## src/rtl/irq_route_pkg.sv

```systemverilog
package irq_route_pkg;
  typedef enum logic [1:0] {SEQ_IDLE, SEQ_ONE, SEQ_SCAN} seq_state_e;
  typedef enum logic [1:0] {OP_NONE, OP_POST, OP_CLR, OP_MASK} op_e;
endpackage

```

## src/rtl/irq_wr_dec.sv

```systemverilog
module irq_wr_dec
  import irq_route_pkg::*;
#(
  parameter int NUM_CPU = 4,
  parameter int SEL_W   = 4
) (
  input  logic               ready_i,
  input  logic               post_valid_i,
  input  logic               clr_valid_i,
  input  logic               wr_valid_i,
  input  logic [SEL_W-1:0]   wr_sel_i,
  output op_e                op_o,
  output logic [NUM_CPU-1:0] mask_we_o,
  output logic               bad_wr_o
);
  logic sel_ok;
  assign sel_ok = wr_sel_i < SEL_W'(NUM_CPU);

  // fixed priority: post, clear, write
  always_comb begin
    op_o     = OP_NONE;
    bad_wr_o = 1'b0;
    if (ready_i) begin
      if (post_valid_i)     op_o = OP_POST;
      else if (clr_valid_i) op_o = OP_CLR;
      else if (wr_valid_i) begin
        if (sel_ok) op_o = OP_MASK;
        else        bad_wr_o = 1'b1;
      end
    end
  end

  for (genvar n = 0; n < NUM_CPU; n++) begin : g_we
    assign mask_we_o[n] = (op_o == OP_MASK) && (wr_sel_i == SEL_W'(n));
  end
endmodule

```

## src/rtl/irq_state.sv

```systemverilog
module irq_state
  import irq_route_pkg::*;
#(
  parameter int NUM_CPU = 4,
  parameter int NUM_IRQ = 64,
  localparam int IDW    = $clog2(NUM_IRQ)
) (
  input  logic                              clk_i,
  input  logic                              rst_ni,
  input  op_e                               op_i,
  input  logic [IDW-1:0]                    post_id_i,
  input  logic [IDW-1:0]                    clr_id_i,
  input  logic [NUM_CPU-1:0]                mask_we_i,
  input  logic [NUM_IRQ-1:0]                wr_data_i,
  output logic [NUM_IRQ-1:0]                raw_o,
  output logic [NUM_CPU-1:0][NUM_IRQ-1:0]   mask_o,
  output logic [NUM_CPU-1:0][NUM_IRQ-1:0]   dir_o,
  output logic                              spur_o
);
  logic [NUM_IRQ-1:0] raw_q, raw_d;
  logic [NUM_CPU-1:0][NUM_IRQ-1:0] mask_q, dir_q;

  assign spur_o = (op_i == OP_CLR) && !raw_q[clr_id_i];

  always_comb begin
    raw_d = raw_q;
    if (op_i == OP_POST) raw_d[post_id_i] = 1'b1;
    if (op_i == OP_CLR)  raw_d[clr_id_i]  = 1'b0;
  end

  always_ff @(posedge clk_i or negedge rst_ni) begin
    if (!rst_ni) raw_q <= '0;
    else         raw_q <= raw_d;
  end

  for (genvar n = 0; n < NUM_CPU; n++) begin : g_cpu
    logic [NUM_IRQ-1:0] mask_d;
    assign mask_d = mask_we_i[n] ? wr_data_i : mask_q[n];

    always_ff @(posedge clk_i or negedge rst_ni) begin
      if (!rst_ni) begin
        mask_q[n] <= '0;
        dir_q[n]  <= '0;
      end else begin
        mask_q[n] <= mask_d;
        dir_q[n]  <= mask_d & raw_d;
      end
    end


    dir_match_chk: assert property (@(posedge clk_i) disable iff (!rst_ni)
      dir_q[n] == (mask_q[n] & raw_q));
  end

  assign raw_o  = raw_q;
  assign mask_o = mask_q;
  assign dir_o  = dir_q;


  spur_hold_chk: assert property (@(posedge clk_i) disable iff (!rst_ni)
    spur_o |=> ($stable(raw_q) && $stable(mask_q)));
endmodule

```

## src/rtl/irq_seq.sv

```systemverilog
module irq_seq
  import irq_route_pkg::*;
#(
  parameter int NUM_CPU = 4,
  parameter int NUM_IRQ = 64,
  localparam int IDW    = $clog2(NUM_IRQ),
  localparam int CPU_W  = $clog2(NUM_CPU)
) (
  input  logic                            clk_i,
  input  logic                            rst_ni,
  input  op_e                             op_i,
  input  logic [IDW-1:0]                  post_id_i,
  input  logic [IDW-1:0]                  clr_id_i,
  input  logic [CPU_W-1:0]                wr_cpu_i,
  input  logic [NUM_IRQ-1:0]              wr_data_i,
  input  logic [NUM_IRQ-1:0]              raw_i,
  input  logic [NUM_CPU-1:0][NUM_IRQ-1:0] mask_i,
  input  logic [NUM_CPU-1:0][NUM_IRQ-1:0] dir_i,
  input  logic                            spur_i,
  input  logic                            bad_wr_i,
  output logic                            ready_o,
  output logic [NUM_CPU-1:0]              evt_valid_o,
  output logic                            evt_clr_o,
  output logic [IDW-1:0]                  evt_id_o,
  output logic                            spur_o,
  output logic                            err_o
);
  localparam logic [IDW-1:0] LAST = IDW'(NUM_IRQ - 1);

  seq_state_e         state_q;
  logic [NUM_CPU-1:0] cpu_vec_q, post_vec, clr_vec;
  logic               kind_q;
  logic [IDW-1:0]     id_q;
  logic [CPU_W-1:0]   cpu_q;
  logic [NUM_IRQ-1:0] chg_q, dsnap_q;

  for (genvar n = 0; n < NUM_CPU; n++) begin : g_col
    assign post_vec[n] = mask_i[n][post_id_i];
    assign clr_vec[n]  = dir_i[n][clr_id_i];  // routed bit before the clear
  end

  always_ff @(posedge clk_i or negedge rst_ni) begin
    if (!rst_ni) begin
      state_q   <= SEQ_IDLE;
      cpu_vec_q <= '0;
      kind_q    <= 1'b0;
      id_q      <= '0;
      cpu_q     <= '0;
      chg_q     <= '0;
      dsnap_q   <= '0;
      spur_o    <= 1'b0;
      err_o     <= 1'b0;
    end else begin
      spur_o <= spur_i;
      err_o  <= bad_wr_i;
      unique case (state_q)
        SEQ_IDLE: begin
          unique case (op_i)
            OP_POST: begin
              cpu_vec_q <= post_vec;
              kind_q    <= 1'b0;
              id_q      <= post_id_i;
              state_q   <= SEQ_ONE;
            end
            OP_CLR: if (!spur_i) begin
              cpu_vec_q <= clr_vec;
              kind_q    <= 1'b1;
              id_q      <= clr_id_i;
              state_q   <= SEQ_ONE;
            end
            OP_MASK: begin
              chg_q   <= mask_i[wr_cpu_i] ^ wr_data_i;
              dsnap_q <= wr_data_i & raw_i;
              cpu_q   <= wr_cpu_i;
              id_q    <= '0;
              state_q <= SEQ_SCAN;
            end
            default: ;
          endcase
        end
        SEQ_ONE: state_q <= SEQ_IDLE;
        SEQ_SCAN: begin
          id_q <= id_q + 1'b1;
          if (id_q == LAST) state_q <= SEQ_IDLE;
        end
        default: state_q <= SEQ_IDLE;
      endcase
    end
  end

  assign ready_o = (state_q == SEQ_IDLE);

  always_comb begin
    evt_valid_o = '0;
    evt_clr_o   = 1'b0;
    evt_id_o    = '0;
    if (state_q == SEQ_ONE) begin
      evt_valid_o = cpu_vec_q;
      evt_clr_o   = kind_q;
      evt_id_o    = id_q;
    end else if (state_q == SEQ_SCAN) begin
      evt_valid_o = chg_q[id_q] ? (NUM_CPU'(1) << cpu_q) : '0;
      evt_clr_o   = !dsnap_q[id_q];
      evt_id_o    = id_q;
    end
  end


  post_busy_chk: assert property (@(posedge clk_i) disable iff (!rst_ni)
    (op_i == OP_POST) |=> (!ready_o && !evt_clr_o));

  scan_onehot_chk: assert property (@(posedge clk_i) disable iff (!rst_ni)
    (state_q == SEQ_SCAN) |-> $onehot0(evt_valid_o));

  scan_len_chk: assert property (@(posedge clk_i) disable iff (!rst_ni)
    (state_q == SEQ_SCAN && id_q != LAST) |=> (state_q == SEQ_SCAN));

  spur_quiet_chk: assert property (@(posedge clk_i) disable iff (!rst_ni)
    spur_o |-> (ready_o && evt_valid_o == '0));

  err_quiet_chk: assert property (@(posedge clk_i) disable iff (!rst_ni)
    err_o |-> (ready_o && evt_valid_o == '0));
endmodule

```

## src/rtl/irq_route_top.sv

```systemverilog
module irq_route_top
  import irq_route_pkg::*;
#(
  parameter int NUM_CPU  = 4,
  parameter int NUM_IRQ  = 64,
  parameter int SEL_W    = 4,
  localparam int IDW     = $clog2(NUM_IRQ),
  localparam int CPU_W   = $clog2(NUM_CPU)
) (
  input  logic               clk_i,
  input  logic               rst_ni,
  output logic               ready_o,
  input  logic               post_valid_i,
  input  logic [IDW-1:0]     post_id_i,
  input  logic               clr_valid_i,
  input  logic [IDW-1:0]     clr_id_i,
  input  logic               wr_valid_i,
  input  logic [SEL_W-1:0]   wr_sel_i,
  input  logic [NUM_IRQ-1:0] wr_data_i,
  output logic [NUM_CPU-1:0] evt_valid_o,
  output logic               evt_clr_o,
  output logic [IDW-1:0]     evt_id_o,
  output logic               spur_o,
  output logic               err_o
);
  op_e                             op_w;
  logic [NUM_CPU-1:0]              mask_we_w;
  logic                            bad_wr_w, spur_w;
  logic [NUM_IRQ-1:0]              raw_w;
  logic [NUM_CPU-1:0][NUM_IRQ-1:0] mask_w, dir_w;

  irq_wr_dec #(.NUM_CPU(NUM_CPU), .SEL_W(SEL_W)) dec_i (
    .ready_i     (ready_o),
    .post_valid_i(post_valid_i),
    .clr_valid_i (clr_valid_i),
    .wr_valid_i  (wr_valid_i),
    .wr_sel_i    (wr_sel_i),
    .op_o        (op_w),
    .mask_we_o   (mask_we_w),
    .bad_wr_o    (bad_wr_w)
  );

  irq_state #(.NUM_CPU(NUM_CPU), .NUM_IRQ(NUM_IRQ)) state_i (
    .clk_i    (clk_i),
    .rst_ni   (rst_ni),
    .op_i     (op_w),
    .post_id_i(post_id_i),
    .clr_id_i (clr_id_i),
    .mask_we_i(mask_we_w),
    .wr_data_i(wr_data_i),
    .raw_o    (raw_w),
    .mask_o   (mask_w),
    .dir_o    (dir_w),
    .spur_o   (spur_w)
  );

  irq_seq #(.NUM_CPU(NUM_CPU), .NUM_IRQ(NUM_IRQ)) seq_i (
    .clk_i      (clk_i),
    .rst_ni     (rst_ni),
    .op_i       (op_w),
    .post_id_i  (post_id_i),
    .clr_id_i   (clr_id_i),
    .wr_cpu_i   (wr_sel_i[CPU_W-1:0]),
    .wr_data_i  (wr_data_i),
    .raw_i      (raw_w),
    .mask_i     (mask_w),
    .dir_i      (dir_w),
    .spur_i     (spur_w),
    .bad_wr_i   (bad_wr_w),
    .ready_o    (ready_o),
    .evt_valid_o(evt_valid_o),
    .evt_clr_o  (evt_clr_o),
    .evt_id_o   (evt_id_o),
    .spur_o     (spur_o),
    .err_o      (err_o)
  );


  busy_hold_chk: assert property (@(posedge clk_i) disable iff (!rst_ni)
    !ready_o |=> ($stable(raw_w) && $stable(mask_w)));

  bad_wr_hold_chk: assert property (@(posedge clk_i) disable iff (!rst_ni)
    bad_wr_w |=> ($stable(raw_w) && $stable(mask_w)));
endmodule

```

## config.mk

```make
export PLATFORM = sky130hd
export DESIGN_NAME = irq_route_top
export DESIGN_NICKNAME = d
export VERILOG_FILES = /design/src/rtl/irq_route_pkg.sv /design/src/rtl/irq_wr_dec.sv /design/src/rtl/irq_state.sv /design/src/rtl/irq_seq.sv /design/src/rtl/irq_route_top.sv
export SDC_FILE = /design/constraint.sdc
export NUM_CORES = 1
export LEC_CHECK = 0
export BUFFER_PORTS_ARGS = -buffer_cell sky130_fd_sc_hd__buf_2
export CAP_MARGIN = 20
export CORE_ASPECT_RATIO = 1.1
export CORE_UTILIZATION = 57
export CTS_BUF_LIST = sky130_fd_sc_hd__clkbuf_16
export DETAILED_ROUTE_END_ITERATION = 12
export PLACE_DENSITY = 0.77
export SLEW_MARGIN = 20
export SYNTH_ARGS = -nofsm -noshare
export SYNTH_HDL_FRONTEND = slang
export SYNTH_HIERARCHICAL = 1
export SYNTH_SLANG_ARGS = --single-unit
```

## constraint.sdc

```tcl
create_clock -name clk_i -period 2.7 [get_ports clk_i]
set_clock_uncertainty 0.2 [all_clocks]
set_input_delay 0.27 -clock clk_i [delete_from_list [all_inputs] [get_ports clk_i]]
set_output_delay 0.27 -clock clk_i [all_outputs]
set_load 0.01 [all_outputs]
```

### Word level (Yosys, flattened, before mapping)

Cells that the tools add are included.

| storage, ports and cells | value |
|---|---|
| memories kept | 0 |
| word-level logic and storage cells | 128 |
| flip-flop bits (word level) | 721 |
| memory bits (writable) | 0 |
| bits in read-only memories | 0 |
| bits in latches | 0 |

| cells by class | value |
|---|---|
| magnitude comparators | 7 |
| div/mod/pow operators | 0 |
| bitwise gates (word level) | 9 |
| reductions and logical operators | 17 |
| eq/ne operators | 13 |
| add/subtract/negate cells | 1 |
| shifts and indexed selects | 1 |
| mux-type cells | 62 |
| multipliers | 0 |

Operators by type and width:

| cell | count |
|---|---|
| 2-to-1 mux 64 bit | 7 |
| bitwise AND 64 bit | 6 |
| binary-select mux 64 bit (select 2 bit) | 1 |
| binary-select mux 1 bit (select 6 bit) | 11 |
| inverter 64 bit | 1 |
| bitwise OR 64 bit | 1 |
| bitwise XOR 64 bit | 1 |
| less-than comparator 6 x 7 -> 1 bit (second input constant) | 3 |
| 2-to-1 mux 1 bit | 21 |
| 2-to-1 mux 6 bit | 3 |
| case mux 6 bit (3 select lines) | 1 |
| 2-to-1 mux 4 bit | 4 |
| 2-to-1 mux 2 bit | 7 |
| demux 1 bit (select 6 bit) | 2 |
| >= comparator 6 x 1 -> 1 bit (second input constant) | 2 |
| case mux 6 bit (2 select lines) | 1 |
| AND reduction 3 bit | 3 |
| equality test 4 x 2 -> 1 bit (second input constant) | 2 |
| case mux 4 bit (2 select lines) | 1 |
| logical AND 1 bit | 7 |
| adder 6 x 1 -> 6 bit (second input constant) | 1 |
| equality test 2 bit (second input constant) | 3 |
| equality test 6 bit (second input constant) | 1 |
| case mux 2 bit (3 select lines) | 1 |
| 16 further kinds | 19 |

### Depth between registers and ports, before layout

| logic depth | value |
|---|---|
| depth in word-level cells | 11 |
| depth in mapped cells | 14 |
| depth with buffers taken out | 12 |

### By module

The synthesis kept the hierarchy.

Modules (own cells, without submodules):

| module | cells each | area each (um2) | times used | seq. area each (um2) |
|---|---|---|---|---|
| irq_state | 1,446 | 20,946.3 | 1 | 14,413.8 |
| irq_seq | 1,236 | 13,233.9 | 1 | 3,628.5 |
| irq_wr_dec | 14 | 120.1 | 1 | 0.0 |

### Least setup slack after synthesis

Ideal clock, no wire load.

| timing | value |
|---|---|
| path type | reg-to-reg |
| from | register seq_i.state_q[0] |
| to | register seq_i.id_q[2] |
| clock period less this slack | 3.087 ns |
| buffers on the path | 1 |
| cell stages (with the launch flop) | 13 |
| setup time | 0.121 ns |
| data arrival time | 2.766 ns |
| slack | -0.387 ns |
| cell sequence | dfrtp_1 > nor2_1 > o211a_1 > nor2b_1 > o21ai_0 > a211oi_1 > nor4bb_4 > nand2_1 > a21oi_1 > or2_2 > clkbuf_1 > nor2_1 > o22a_1 |

| on the way | value |
|---|---|
| cells in the longest elaborated chain, start to end | 6 |
| elaborated cells between the ends (all ways) | 13 |
| those cells by class | 6 x eq/ne; 3 x mux; 4 x reduce/logical |

Ends and longest elaborated chain:

| what | line | text |
|---|---|---|
| from (decl) | irq_seq.sv:30 | `seq_state_e state_q;` |
| from (signal assigned) | irq_seq.sv:44 | `state_q <= SEQ_IDLE;` |
| from (signal assigned) | irq_seq.sv:63 | `state_q <= SEQ_ONE;` |
| from (signal assigned) | irq_seq.sv:69 | `state_q <= SEQ_ONE;` |
| zero test 2 bit | irq_seq.sv:91 | `assign ready_o = (state_q == SEQ_IDLE);` |
| named net ready_o | irq_route_top.sv:12 | `output logic ready_o,` |
| 2-to-1 mux 2 bit | irq_wr_dec.sv:23 | `if (ready_i) begin` |
| named net op_w[1] | irq_route_top.sv:26 | `op_e op_w;` |
| equality test 2 bit | irq_state.sv:23 | `assign spur_o = (op_i == OP_CLR) && !raw_q[clr_id_i];` |
| logical AND 1 bit | irq_state.sv:23 |  |
| named net spur_w | irq_route_top.sv:28 | `logic bad_wr_w, spur_w;` |
| inequality test 3 bit (no source line) | n/a |  |
| AND reduction 3 bit (no source line) | n/a |  |
| to (signal assigned) | irq_seq.sv:62 | `id_q <= post_id_i;` |
| to (signal assigned) | irq_seq.sv:68 | `id_q <= clr_id_i;` |
| to (signal assigned) | irq_seq.sv:83 | `id_q <= id_q + 1'b1;` |
| to (decl) | irq_seq.sv:33 | `logic [IDW-1:0] id_q;` |

The timed path passes the listed nets, and every way through them passes these cells.
A chain may end at the register's enable or synchronous reset.

### Worst setup path after layout

| timing | value |
|---|---|
| from | register seq_i.id_q[0] |
| to | output evt_clr_o |

| on the way | value |
|---|---|
| cells in the longest elaborated chain, start to end | 5 |

Ends and longest elaborated chain:

| what | line | text |
|---|---|---|
| binary-select mux 1 bit (select 6 bit) | irq_seq.sv:103 | `evt_clr_o = !dsnap_q[id_q];` |
| 2-to-1 mux 1 bit (not written as such) | irq_seq.sv:103 |  |
| zero test 1 bit | irq_seq.sv:103 |  |
| 2-to-1 mux 1 bit | irq_seq.sv:101 | `end else if (state_q == SEQ_SCAN) begin` |
| 2-to-1 mux 1 bit | irq_seq.sv:97 | `if (state_q == SEQ_ONE) begin` |
| to (decl) | irq_route_top.sv:21 | `output logic evt_clr_o,` |

Every way passes these cells. The select of a mux whose other input is x is not followed.

==> results.cfg <==
[outcome]
status = complete, but fails checks
violations = negative setup slack

[grt]
gr-total-overflow = 0
grt_usage_pct = 39.5
grt_pass1_wl_um = 176000
grt_pass1_vias = 26600
grt_max_degree = 97
antenna_found_initial = 3

[placed_design]
port_buffers = 98
routabilityCongestion = 1.04
place_inst = 3725
dp_slack_ns = -0.636
dp_hpwl_um = 85500

[yosys]
postSynthAreaPerCell_um2 = 12.7
synth_edf_count = 0
synth_flop_cell = dfrtp_1
async_flop_share_pct = 100
synth.top_cell.area_share_pct = 52.6
yosysWarnings = 6
synth_compound_area_share_pct = 6.54
yosysMostFrequentCell = dfrtp_1
yosys.area.top_type = dfrtp_1
syn-cell-area_mm2 = 0.0343
synth.area.top_cells = dfrtp_1 53%, mux4_2 12%, mux2_2 8.7%, nor2b_1 5.1%, mux2i_1 3.8%
synth-simple-area-share_pct = 11.0
ys_seq_elements = 721
synth_commonest_cells = 721 x dfrtp_1, 281 x nor2b_1, 266 x mux2_2
synth_fa_ha_area_share_pct = 0.146
synth_cell_types = 71
synth_cells = 2696
synth_top_family_by_area = multiplexers
ys_seq_area_share_pct = 52.6
synth-xor-area-share_pct = 1.63
synthMuxAreaShare_pct = 24.9
syn_nets = 2785

[critical_path]
arrival_ns = 3.21
crit_path_end_kind = output pin
worst_setup_path_start_kind = flop
crit_required_ns = 2.23
critical_path_class = reg -> out
cp_max_fo = 7

[power_and_ir_drop]
clockPowerShare_pct = 28.2
pwr-share-seq_pct = 40.2
switching_share_pct = 33.9
p_per_area_mw_per_mm2 = 841
p_int_mw = 24.4
switchingPower_mw = 12.5
p_leak_nw = 20.1
combPwrFrac_pct = 31.6
peakVddDrop_v = 0.000601

[route]
vias_per_cell = 6.71
drt_iter0_markers = 3603
wl_per_cell_um = 31.9
antenna_left = 0
drt-pass1-iter-count = 6
routed_wl_um = 127000
vias = 26800
drc = 0

[timing]
hold_slack_ns = 0.0359
max-slew-margin-rel_pct = 52.7
tns_ns = -8.83
tightest_slew_ns = 0.709
drv_slew = 0
timing.fmax_ghz = 0.272
period_share_pct = 136
period_minus_slack_ns = 3.68
final_hold_viol_count = 0
setup_slack_ns = -0.982
rsz0062_at_grt = yes
finalSetupViolations = 99

[clock_tree]
clk_pin_slew_ns = 0.06
cts-root-buf = clkbuf_16
numCtsBuffers = 75
clockBufferDepth = 3
htree_levels = 3
cts.sinks = 721
worstSkewPairLatency_ns = 0.64
cts_tree = built

[die]
die_h_um = 259
rows = 93
dieArea_mm2 = 0.0612
die_w_um = 236
fp.coreArea_mm2 = 0.0590
start_util_pct = 58.1
ios = 99

[finish]
fin_nets = 3259
syn_to_final_growth_pct = 28.0
fillCellCount = 3583
drive_above_1_share_pct = 37.9
antenna_cells = 0
stdcell_count = 3989

[run]
maxCapViolations = 0

[hold_path]
hp-class = in -> async
final cells by class:
type | instances | area (µm²) | share of cell area (%)
flip-flops and latches | 721 | 18000 | 41.1
multi-input cells | 1738 | 17000 | 38.7
repair buffers | 556 | 5200 | 11.9
clock buffers | 76 | 1900 | 4.33
well taps | 760 | 951 | 2.17
clock inverters | 60 | 519 | 1.18
inverters | 78 | 293 | 0.667
power groups by stage:
stage               clock (mW)  sequential [mW]  combinational (mW)
finish                    10.4             14.9                11.7
global route              10.8             15.0                12.1
CTS                       10.4             14.7                10.2
detailed placement           0             14.8                9.63
global placement             0             14.7                9.40
floorplan                    0             14.1                5.54
state kept, by name, indices dropped and copies added (netlist names), 2 cells and up:
signal           count
seq_i/cpu_vec_q      4
seq_i/state_q        2
seq_i/id_q           6
seq_i/cpu_q          2
seq_i/chg_q         64
state_i/raw_o       64
state_i/mask_o     256
seq_i/dsnap_q       64
state_i/dir_o      256
metrics by stage:
step	instance area (µm²)	power (mW)	utilization [%]
6_report	43900	36.9	74.4
5_1_grt	43900	38.0	74.4
4_1_cts	41900	35.3	71.1
3_5_place_dp	38000	24.5	64.3
3_3_place_gp	38000	24.1	64.3
2_1_floorplan	34300	19.6	-
critical path, cell delays in order (launching register included):
cell	delay (ns)
dfrtp_4	0.58
buf_12	0.16
mux4_2	0.53
mux4_2	0.57
nand2b_4	0.18
nand3_2	0.08
o41ai_2	0.06
o21ai_1	0.22
buf_2	0.17
path summary, 6_finish.rpt:
check	startpoint	to	slack, ns	cells past startpoint
setup / recovery	seq_i/id_q[0]$_DFFE_PN0P_	evt_clr_o	-0.98	8
hold / removal	rst_ni	state_i/mask_o[227]$_DFF_PN0_	0.04	2
setup reg to reg	state_i/raw_o[40]$_DFF_PN0_	seq_i/id_q[2]$_DFFE_PN0P_	-0.27	13
hold reg to reg	seq_i/dsnap_q[61]$_DFFE_PN0P_	seq_i/dsnap_q[61]$_DFFE_PN0P_	0.28	2
max in group asynchronous	rst_ni	seq_i/chg_q[26]$_DFFE_PN0P_	1.26	3
min in group clk_i	clr_id_i[3]	seq_i/cpu_vec_q[3]$_DFFE_PN0P_	0.14	5
cell usage in the layout, fill, tap and decap left out, types with 5 or more instances in the layout:
master | synthesis | layout
a21oi_2 | 0 | 11
nor2_1 | 89 | 86
o22ai_2 | 0 | 46
buf_12 | 0 | 48
buf_8 | 1 | 7
a22o_1 | 6 | 6
o21ai_0 | 142 | 135
inv_6 | 0 | 5
mux2_2 | 266 | 81
nand3b_1 | 7 | 7
clkinv_2 | 0 | 9
a21oi_1 | 41 | 28
and2_1 | 14 | 13
nand2b_1 | 13 | 12
mux2_4 | 0 | 185
nand2_1 | 248 | 243
o21ai_1 | 2 | 6
nor2b_1 | 281 | 241
dfrtp_1 | 721 | 720
o22ai_4 | 0 | 16
buf_16 | 0 | 9
clkinv_1 | 1 | 19
dlygate4sd3_1 | 0 | 67
mux4_2 | 185 | 187
nor3b_1 | 7 | 6
a22oi_1 | 42 | 39
nand4_1 | 12 | 12
nor2b_2 | 0 | 6
buf_6 | 9 | 16
nand3_1 | 18 | 14
nor2b_4 | 0 | 34
a31oi_1 | 15 | 15
a221oi_1 | 12 | 11
mux2i_1 | 130 | 127
inv_1 | 75 | 88
buf_4 | 14 | 306
buf_2 | 56 | 91
clkbuf_16 | 0 | 87
xnor2_1 | 64 | 64
bufinv_16 | 0 | 8
per-layer routing:
metal	GRT usage (%)	vias up	share of wire [%]
li1	-	10600	-
met1	53.4	13700	37
met2	60.7	1974	45
met3	9.83	483	12
met4	18.4	4	5.5
met5	0	-	0.020
what timing repair did:
action                     4_1_cts  5_1_grt
gates cloned                     5       16
pin swaps                       19       24
setup endpoints to repair      259      191
hold buffers                    68        0
hold endpoints to repair      1108        0
gates resized for setup        109      341
setup buffers                   24       23
cells by family (layout without fill, tap and decap cells):
| group | after synthesis | in the layout |
|---|---|---|
| XOR/XNOR | 64 | 64 |
| AO/OA/AOI/OAI | 361 | 361 |
| buffers and inverters | 237 | 770 |
| adder cells (fa/ha/maj) | 4 | 4 |
| multiplexers | 584 | 584 |
| AND/OR/NAND/NOR | 725 | 725 |
| flip-flops | 721 | 721 |
(Power assumes the default switching activity.)
